==> src/rtl/psr_pkg.sv <==
package psr_pkg;
  localparam int ADDR_W     = 16;
  localparam int DATA_W     = 8;
  localparam int NUM_SHADOW = 4;
  localparam int SEL_W      = $clog2(NUM_SHADOW);

  // Index order equals {A9,A5} of the alias read decode
  typedef enum logic [SEL_W-1:0] {
    SH_HIGH   = 2'd0,
    SH_EXT    = 2'd1,
    SH_BORDER = 2'd2,
    SH_MAIN   = 2'd3
  } shadow_id_t;
endpackage

==> src/rtl/psr_write_decode.sv <==
module psr_write_decode
  import psr_pkg::*;
(
  input  logic [3:0]            addr_top,   // A15..A12
  input  logic                  addr_a1,
  input  logic                  addr_a0,
  output logic [NUM_SHADOW-1:0] hit
);
  localparam logic [3:0] EXT_NIBBLE  = 4'b0001;
  localparam logic [3:0] HIGH_NIBBLE = 4'b1101;

  logic ext_match;
  logic high_match;
  logic main_match;

  always_comb begin
    ext_match  = (addr_top == EXT_NIBBLE)  && !addr_a1;
    high_match = (addr_top == HIGH_NIBBLE) && !addr_a1;
    // extended port pattern takes precedence over the main port pattern
    main_match = !addr_top[3] && !addr_a1 && !ext_match;
    hit            = '0;
    hit[SH_MAIN]   = main_match;
    hit[SH_EXT]    = ext_match;
    hit[SH_HIGH]   = high_match;
    hit[SH_BORDER] = !addr_a0;
  end
endmodule

==> src/rtl/psr_alias_decode.sv <==
module psr_alias_decode
  import psr_pkg::*;
(
  input  logic             a15,
  input  logic             a14,
  input  logic             a9,
  input  logic             a5,
  input  logic             a1,
  input  logic             a0,
  output logic             is_alias,
  output logic [SEL_W-1:0] sel
);
  always_comb begin
    is_alias = a15 && !a14 && !a1 && a0;
    sel      = {a9, a5};
  end
endmodule

==> src/rtl/psr_shadow_bank.sv <==
module psr_shadow_bank
  import psr_pkg::*;
#(
  parameter int N = NUM_SHADOW,
  parameter int W = DATA_W
) (
  input  logic             clk,
  input  logic             rst,
  input  logic             capture,
  input  logic [N-1:0]     hit,
  input  logic [W-1:0]     wdata,
  output logic [N-1:0][W-1:0] regs
);
  for (genvar i = 0; i < N; i++) begin : g_shadow
    always_ff @(posedge clk) begin
      if (rst)
        regs[i] <= '0;
      else if (capture && hit[i])
        regs[i] <= wdata;
    end
  end
endmodule

==> src/rtl/port_shadow_readback.sv <==
module port_shadow_readback
  import psr_pkg::*;
(
  input  logic              clk,
  input  logic              rst,
  input  logic              io_req,
  input  logic              io_rd,
  input  logic              io_wr,
  input  logic [ADDR_W-1:0] io_addr,
  input  logic [DATA_W-1:0] io_wdata,
  output logic [DATA_W-1:0] rd_data,
  output logic              rd_drive,
  output logic [DATA_W-1:0] shd_main,
  output logic [DATA_W-1:0] shd_ext,
  output logic [DATA_W-1:0] shd_high,
  output logic [DATA_W-1:0] shd_border
);
  logic                           wr_now;
  logic                           wr_prev;
  logic                           wr_fire;
  logic [NUM_SHADOW-1:0]          wr_hit;
  logic [NUM_SHADOW-1:0][DATA_W-1:0] bank;
  logic                           alias_hit;
  logic [SEL_W-1:0]               alias_sel;
  logic                           rd_now;
  logic                           unused_addr_bits;

  assign unused_addr_bits = ^{io_addr[11:10], io_addr[8:6], io_addr[4:2]};

  // one capture per access: fire on the rising edge of the write strobe
  assign wr_now  = io_req && io_wr && !io_rd;
  assign wr_fire = wr_now && !wr_prev;

  always_ff @(posedge clk) begin
    if (rst) wr_prev <= 1'b0;
    else     wr_prev <= wr_now;
  end

  psr_write_decode u_wdec (
    .addr_top (io_addr[15:12]),
    .addr_a1  (io_addr[1]),
    .addr_a0  (io_addr[0]),
    .hit      (wr_hit)
  );

  psr_shadow_bank #(.N(NUM_SHADOW), .W(DATA_W)) u_bank (
    .clk     (clk),
    .rst     (rst),
    .capture (wr_fire),
    .hit     (wr_hit),
    .wdata   (io_wdata),
    .regs    (bank)
  );

  psr_alias_decode u_adec (
    .a15      (io_addr[15]),
    .a14      (io_addr[14]),
    .a9       (io_addr[9]),
    .a5       (io_addr[5]),
    .a1       (io_addr[1]),
    .a0       (io_addr[0]),
    .is_alias (alias_hit),
    .sel      (alias_sel)
  );

  assign rd_now = io_req && io_rd && alias_hit;

  always_ff @(posedge clk) begin
    if (rst) begin
      rd_drive <= 1'b0;
      rd_data  <= '0;
    end else begin
      rd_drive <= rd_now;
      rd_data  <= rd_now ? bank[alias_sel] : '0;
    end
  end

  assign shd_main   = bank[SH_MAIN];
  assign shd_ext    = bank[SH_EXT];
  assign shd_high   = bank[SH_HIGH];
  assign shd_border = bank[SH_BORDER];
endmodule

==> config.mk <==
export PLATFORM = sky130hd
export DESIGN_NAME = port_shadow_readback
export DESIGN_NICKNAME = d
export VERILOG_FILES = /design/src/rtl/psr_pkg.sv /design/src/rtl/psr_write_decode.sv /design/src/rtl/psr_alias_decode.sv /design/src/rtl/psr_shadow_bank.sv /design/src/rtl/port_shadow_readback.sv
export SDC_FILE = /design/constraint.sdc
export NUM_CORES = 1
export LEC_CHECK = 0
export ABC_CLOCK_PERIOD_IN_PS = 1700
export BUFFER_PORTS_ARGS = -buffer_cell sky130_fd_sc_hd__clkbuf_2
export CAP_MARGIN = 20
export CORE_UTILIZATION = 35
export DETAILED_ROUTE_END_ITERATION = 8
export GPL_ROUTABILITY_DRIVEN = 1
export GPL_TIMING_DRIVEN = 0
export PLACE_DENSITY = 0.6
export SYNTH_ARGS = -nofsm -noshare
export SYNTH_HDL_FRONTEND = slang
export SYNTH_SLANG_ARGS = --single-unit
==> constraint.sdc <==
create_clock -name clk -period 1.7 [get_ports clk]
set_clock_uncertainty 0.2 [all_clocks]
set_input_delay 0.34 -clock clk [delete_from_list [all_inputs] [get_ports clk]]
set_output_delay 0.34 -clock clk [all_outputs]
set_load 0.005 [all_outputs]
==> results.txt <==
The tools report the upper clock frequency limit as 0.640 GHz. Setup repair after global routing left no endpoint under its margin. The synthesized design devotes to its leading area cell type 45.9% of total area. Dividing the detail-routed via count by the number of cells gives 4.79.

The floorplan has 25 rows. STA puts the critical path data arrival time at 1.55 ns. The number of port buffers is 58. The logs give 0 for the antenna cell count and 0 for the number of DRC violations after detailed routing.

In this run the power density over the cells is 770 nW/µm². The path type of the worst setup path is reg2reg. The pre-CTS setup slack was -0.418 ns; the clock-pin slew reported for the worst setup and hold paths after clock tree synthesis was 0.08 ns. The total number of H-tree levels is 2. STA classifies the critical path startpoint as a flop.

The proportion of register bits with asynchronous set or reset after synthesis is 0%, and the vias after detailed routing is 1432. Ranked by instance count, the synthesized netlist is headed by sky130_fd_sc_hd__dfxtp_1, sky130_fd_sc_hd__mux2i_1, sky130_fd_sc_hd__nand2b_1. Total count of max-transition violations in the final report: 0. In this run the remaining antenna-violating nets after routing total 0. The die is 74.4 µm wide.

The initial cell density of the core was 37.6%. Measured against its own limit, the worst slew margin works out to 54.8%. In this design, the largest share of critical-path delay is due to simple AND/OR/NAND/NOR gates.

The cell type contributing the most total cell area after synthesis was sky130_fd_sc_hd__dfxtp_1. The post-synthesis net count was 190. For the number of nets in the layout, the log shows 260. For the static leakage, the log shows 1.05 nW. 70 I/O pins were placed. The flow ran to the end, and the final reports show no timing, DRC or antenna violations. In this run, synthesis produced a sequential element count of 42. The logs give 2210 µm² for the total cell area at the placement stage and 64 for the number of design-rule violations left by the first detailed-router iteration. Global-route congestion overflow total: 0. The final setup violation count was 0; the number of global-route vias before repair was 1296. For the maximum count of clock buffers along a single path, the log shows 2. The global-route wire length before repair is 6880 µm. In the post-route analysis, the smallest setup slack over all paths is 0.138 ns. The number of buffers inserted by hold repair at cts is 0.

The kind of end point of the critical path was a flop. STA puts the critical path data required time at 1.69 ns. Most used flip-flop cell after synthesis: sky130_fd_sc_hd__dfxtp_1.

Counting cells, the worst reg-to-reg path comes to 4. At the pin with the least slew margin, the transition time is 0.678 ns. The number of antenna violations at the first check in global routing was 0.

Yosys attributes the largest share of cell area to sky130_fd_sc_hd__dfxtp_1, sky130_fd_sc_hd__mux2i_1, sky130_fd_sc_hd__mux4_2. The critical path buffer and inverter count came out at 1. From synthesis to final layout, the design area changed by 28.3%. The critical path goes through nor4bb_1, buf_2, nand3_4, mux2i_1. Entering global routing, the biggest net connects 13 pins. Clock latency on the worst-skew pair: 0.30 ns. Counting flops with a built-in enable in the synthesized netlist gives 0.

The core region is 4880 µm². The tools report the worst reg2reg path startpoint as wr_prev. The netlist uses 24 different library cells.

Along the worst hold path, the cell count comes to 2. The tools report the post-synthesis cell area as 1830 µm². Counting buffers and inverters, the worst setup path is 4 cells deep. The first element of the critical path is wr_prev. The sequential fraction of the synthesis area was 45.9%; the number of hold violations in the final report was 0.

The detailed-route wire length came out at 4470 µm. The final critical path takes up 91.9% of the cycle. The logs give 5530 µm² for the die area and 0 for the warning count from the yosys run. The maximum cell stage delay along the critical path is 0.31 ns. The largest individual stage delay along the critical path comes from the cell sky130_fd_sc_hd__dfxtp_1. Counting every instance in the synthesized netlist gives 161.

The worst IR drop on VDD was 337 µV; the total number of clock tree sinks was 42. Once detailed placement completed, the half-perimeter wirelength came to 3040 µm. The tools report the area of all placed cells without fillers as 2350 µm².

The critical hold path startpoint was io_rd. Yosys instantiated no cell more often than sky130_fd_sc_hd__dfxtp_1. In this run the worst hold path is classified as in2reg. TritonCTS built the clock tree. For the weighted congestion reported at the end of routability-driven placement, the log shows 0.719.

Clock root buffer: sky130_fd_sc_hd__clkbuf_8. The run gives 5 as the number of buffers added by the clock tree synthesis step. The shortest clock period the worst path allows after layout was 1.56 ns; the peak fanout along the critical path was 10. Before antenna repair, the detailed router went through 4 iterations. The post-detailed-route wirelength per cell was 14.9 µm. The post-route netlist has 42.2% of its cells at a drive strength greater than 1. For this run, the total global-route usage over all layers was measured as 17.7%. The die outline height is 74.4 µm, and the average cell area after synthesis is 11.4 µm². Across the run, the number of max-cap violations was 0.
## through the flow
stage               utilization (%)  hold WS [ns]  setup TNS, ns  cells  total power, mW
floorplan                         -         0.217              0    161             1.10
global placement               45.3         0.283          -8.38    286             1.16
detailed placement             45.3         0.285          -8.45    286             1.16
CTS                            48.1        0.0366              0    299             1.83
global route                   48.2        0.0548              0    299             1.88
finish                         48.2        0.0422              0    299             1.81
## cells in the final DEF (no fill, tap or decap), types with 2 or more instances in the layout
cell type	instances
sky130_fd_sc_hd__clkbuf_2	60
sky130_fd_sc_hd__mux4_2	8
sky130_fd_sc_hd__or2b_1	4
sky130_fd_sc_hd__dfxtp_1	42
sky130_fd_sc_hd__a21oi_1	8
sky130_fd_sc_hd__buf_4	5
sky130_fd_sc_hd__nand2b_1	16
sky130_fd_sc_hd__or2b_2	12
sky130_fd_sc_hd__nand3_1	8
sky130_fd_sc_hd__clkbuf_8	6
sky130_fd_sc_hd__clkbuf_1	6
sky130_fd_sc_hd__nor4bb_1	3
sky130_fd_sc_hd__inv_1	2
sky130_fd_sc_hd__o21ai_0	8
sky130_fd_sc_hd__nor2b_1	8
sky130_fd_sc_hd__mux2i_1	24
sky130_fd_sc_hd__nand3_4	2
## report_power, final
part / leakage, nW / total [mW] / internal (mW) / switching (mW)
sequential: 0.339 / 0.996 / 0.990 / 0.00577
combinational: 0.666 / 0.142 / 0.0641 / 0.0775
clock: 0.0482 / 0.674 / 0.328 / 0.346
## registers in the layout, summed over array words and instances (netlist names)
| register | count |
|---|---|
| rd_data | 8 |
| rd_drive | 1 |
| u_bank.regs | 32 |
| wr_prev | 1 |
## layer usage
metal	part of all wire, %	vias to the layer above	global-route usage (%)
met1	50	663	24.5
li1	-	707	-
met2	43	54	25.4
met4	2.0	0	8.81
met5	0	-	0
met3	5.5	8	4.47
## cells by family (layout without fill, tap and decap cells)
family	Yosys count	count (layout)	share of synthesized area [%]
AOI/OAI and AO/OA	16	16	4.37
and+or+nand+nor	60	60	24.0
buffers and inverters	11	82	2.80
muxes	32	32	22.9
DFF	42	42	45.9
## final cells by class
| cell class | instances | area, µm² |
|---|---|---|
| Buffer | 9 | 45.0 |
| Tap cell | 67 | 83.8 |
| Timing Repair Buffer | 63 | 328 |
| Multi-Input combinational cell | 108 | 956 |
| Clock inverter | 1 | 5.00 |
| Clock buffer | 7 | 86.3 |
| Sequential cell | 42 | 841 |
| Inverter | 2 | 7.51 |
| Fill cell | 494 | 2530 |
## path summary, 6_finish.rpt
path                                  endpoint  slack, ns
worst max-delay path            u_bank.regs[1]       0.14
worst min-delay path                   wr_prev       0.04
worst min register to register  u_bank.regs[3]       0.29
worst max register to register  u_bank.regs[1]       0.14
## repair_timing
item / CTS / global route
setup buffers: 5 / 0
resized for setup: 1 / 1
endpoints found under the hold margin: 0 / 0
setup endpoints to repair: 17 / 8
pin swaps: 2 / 0
No activity file was read; power rests on OpenSTA's default activity.
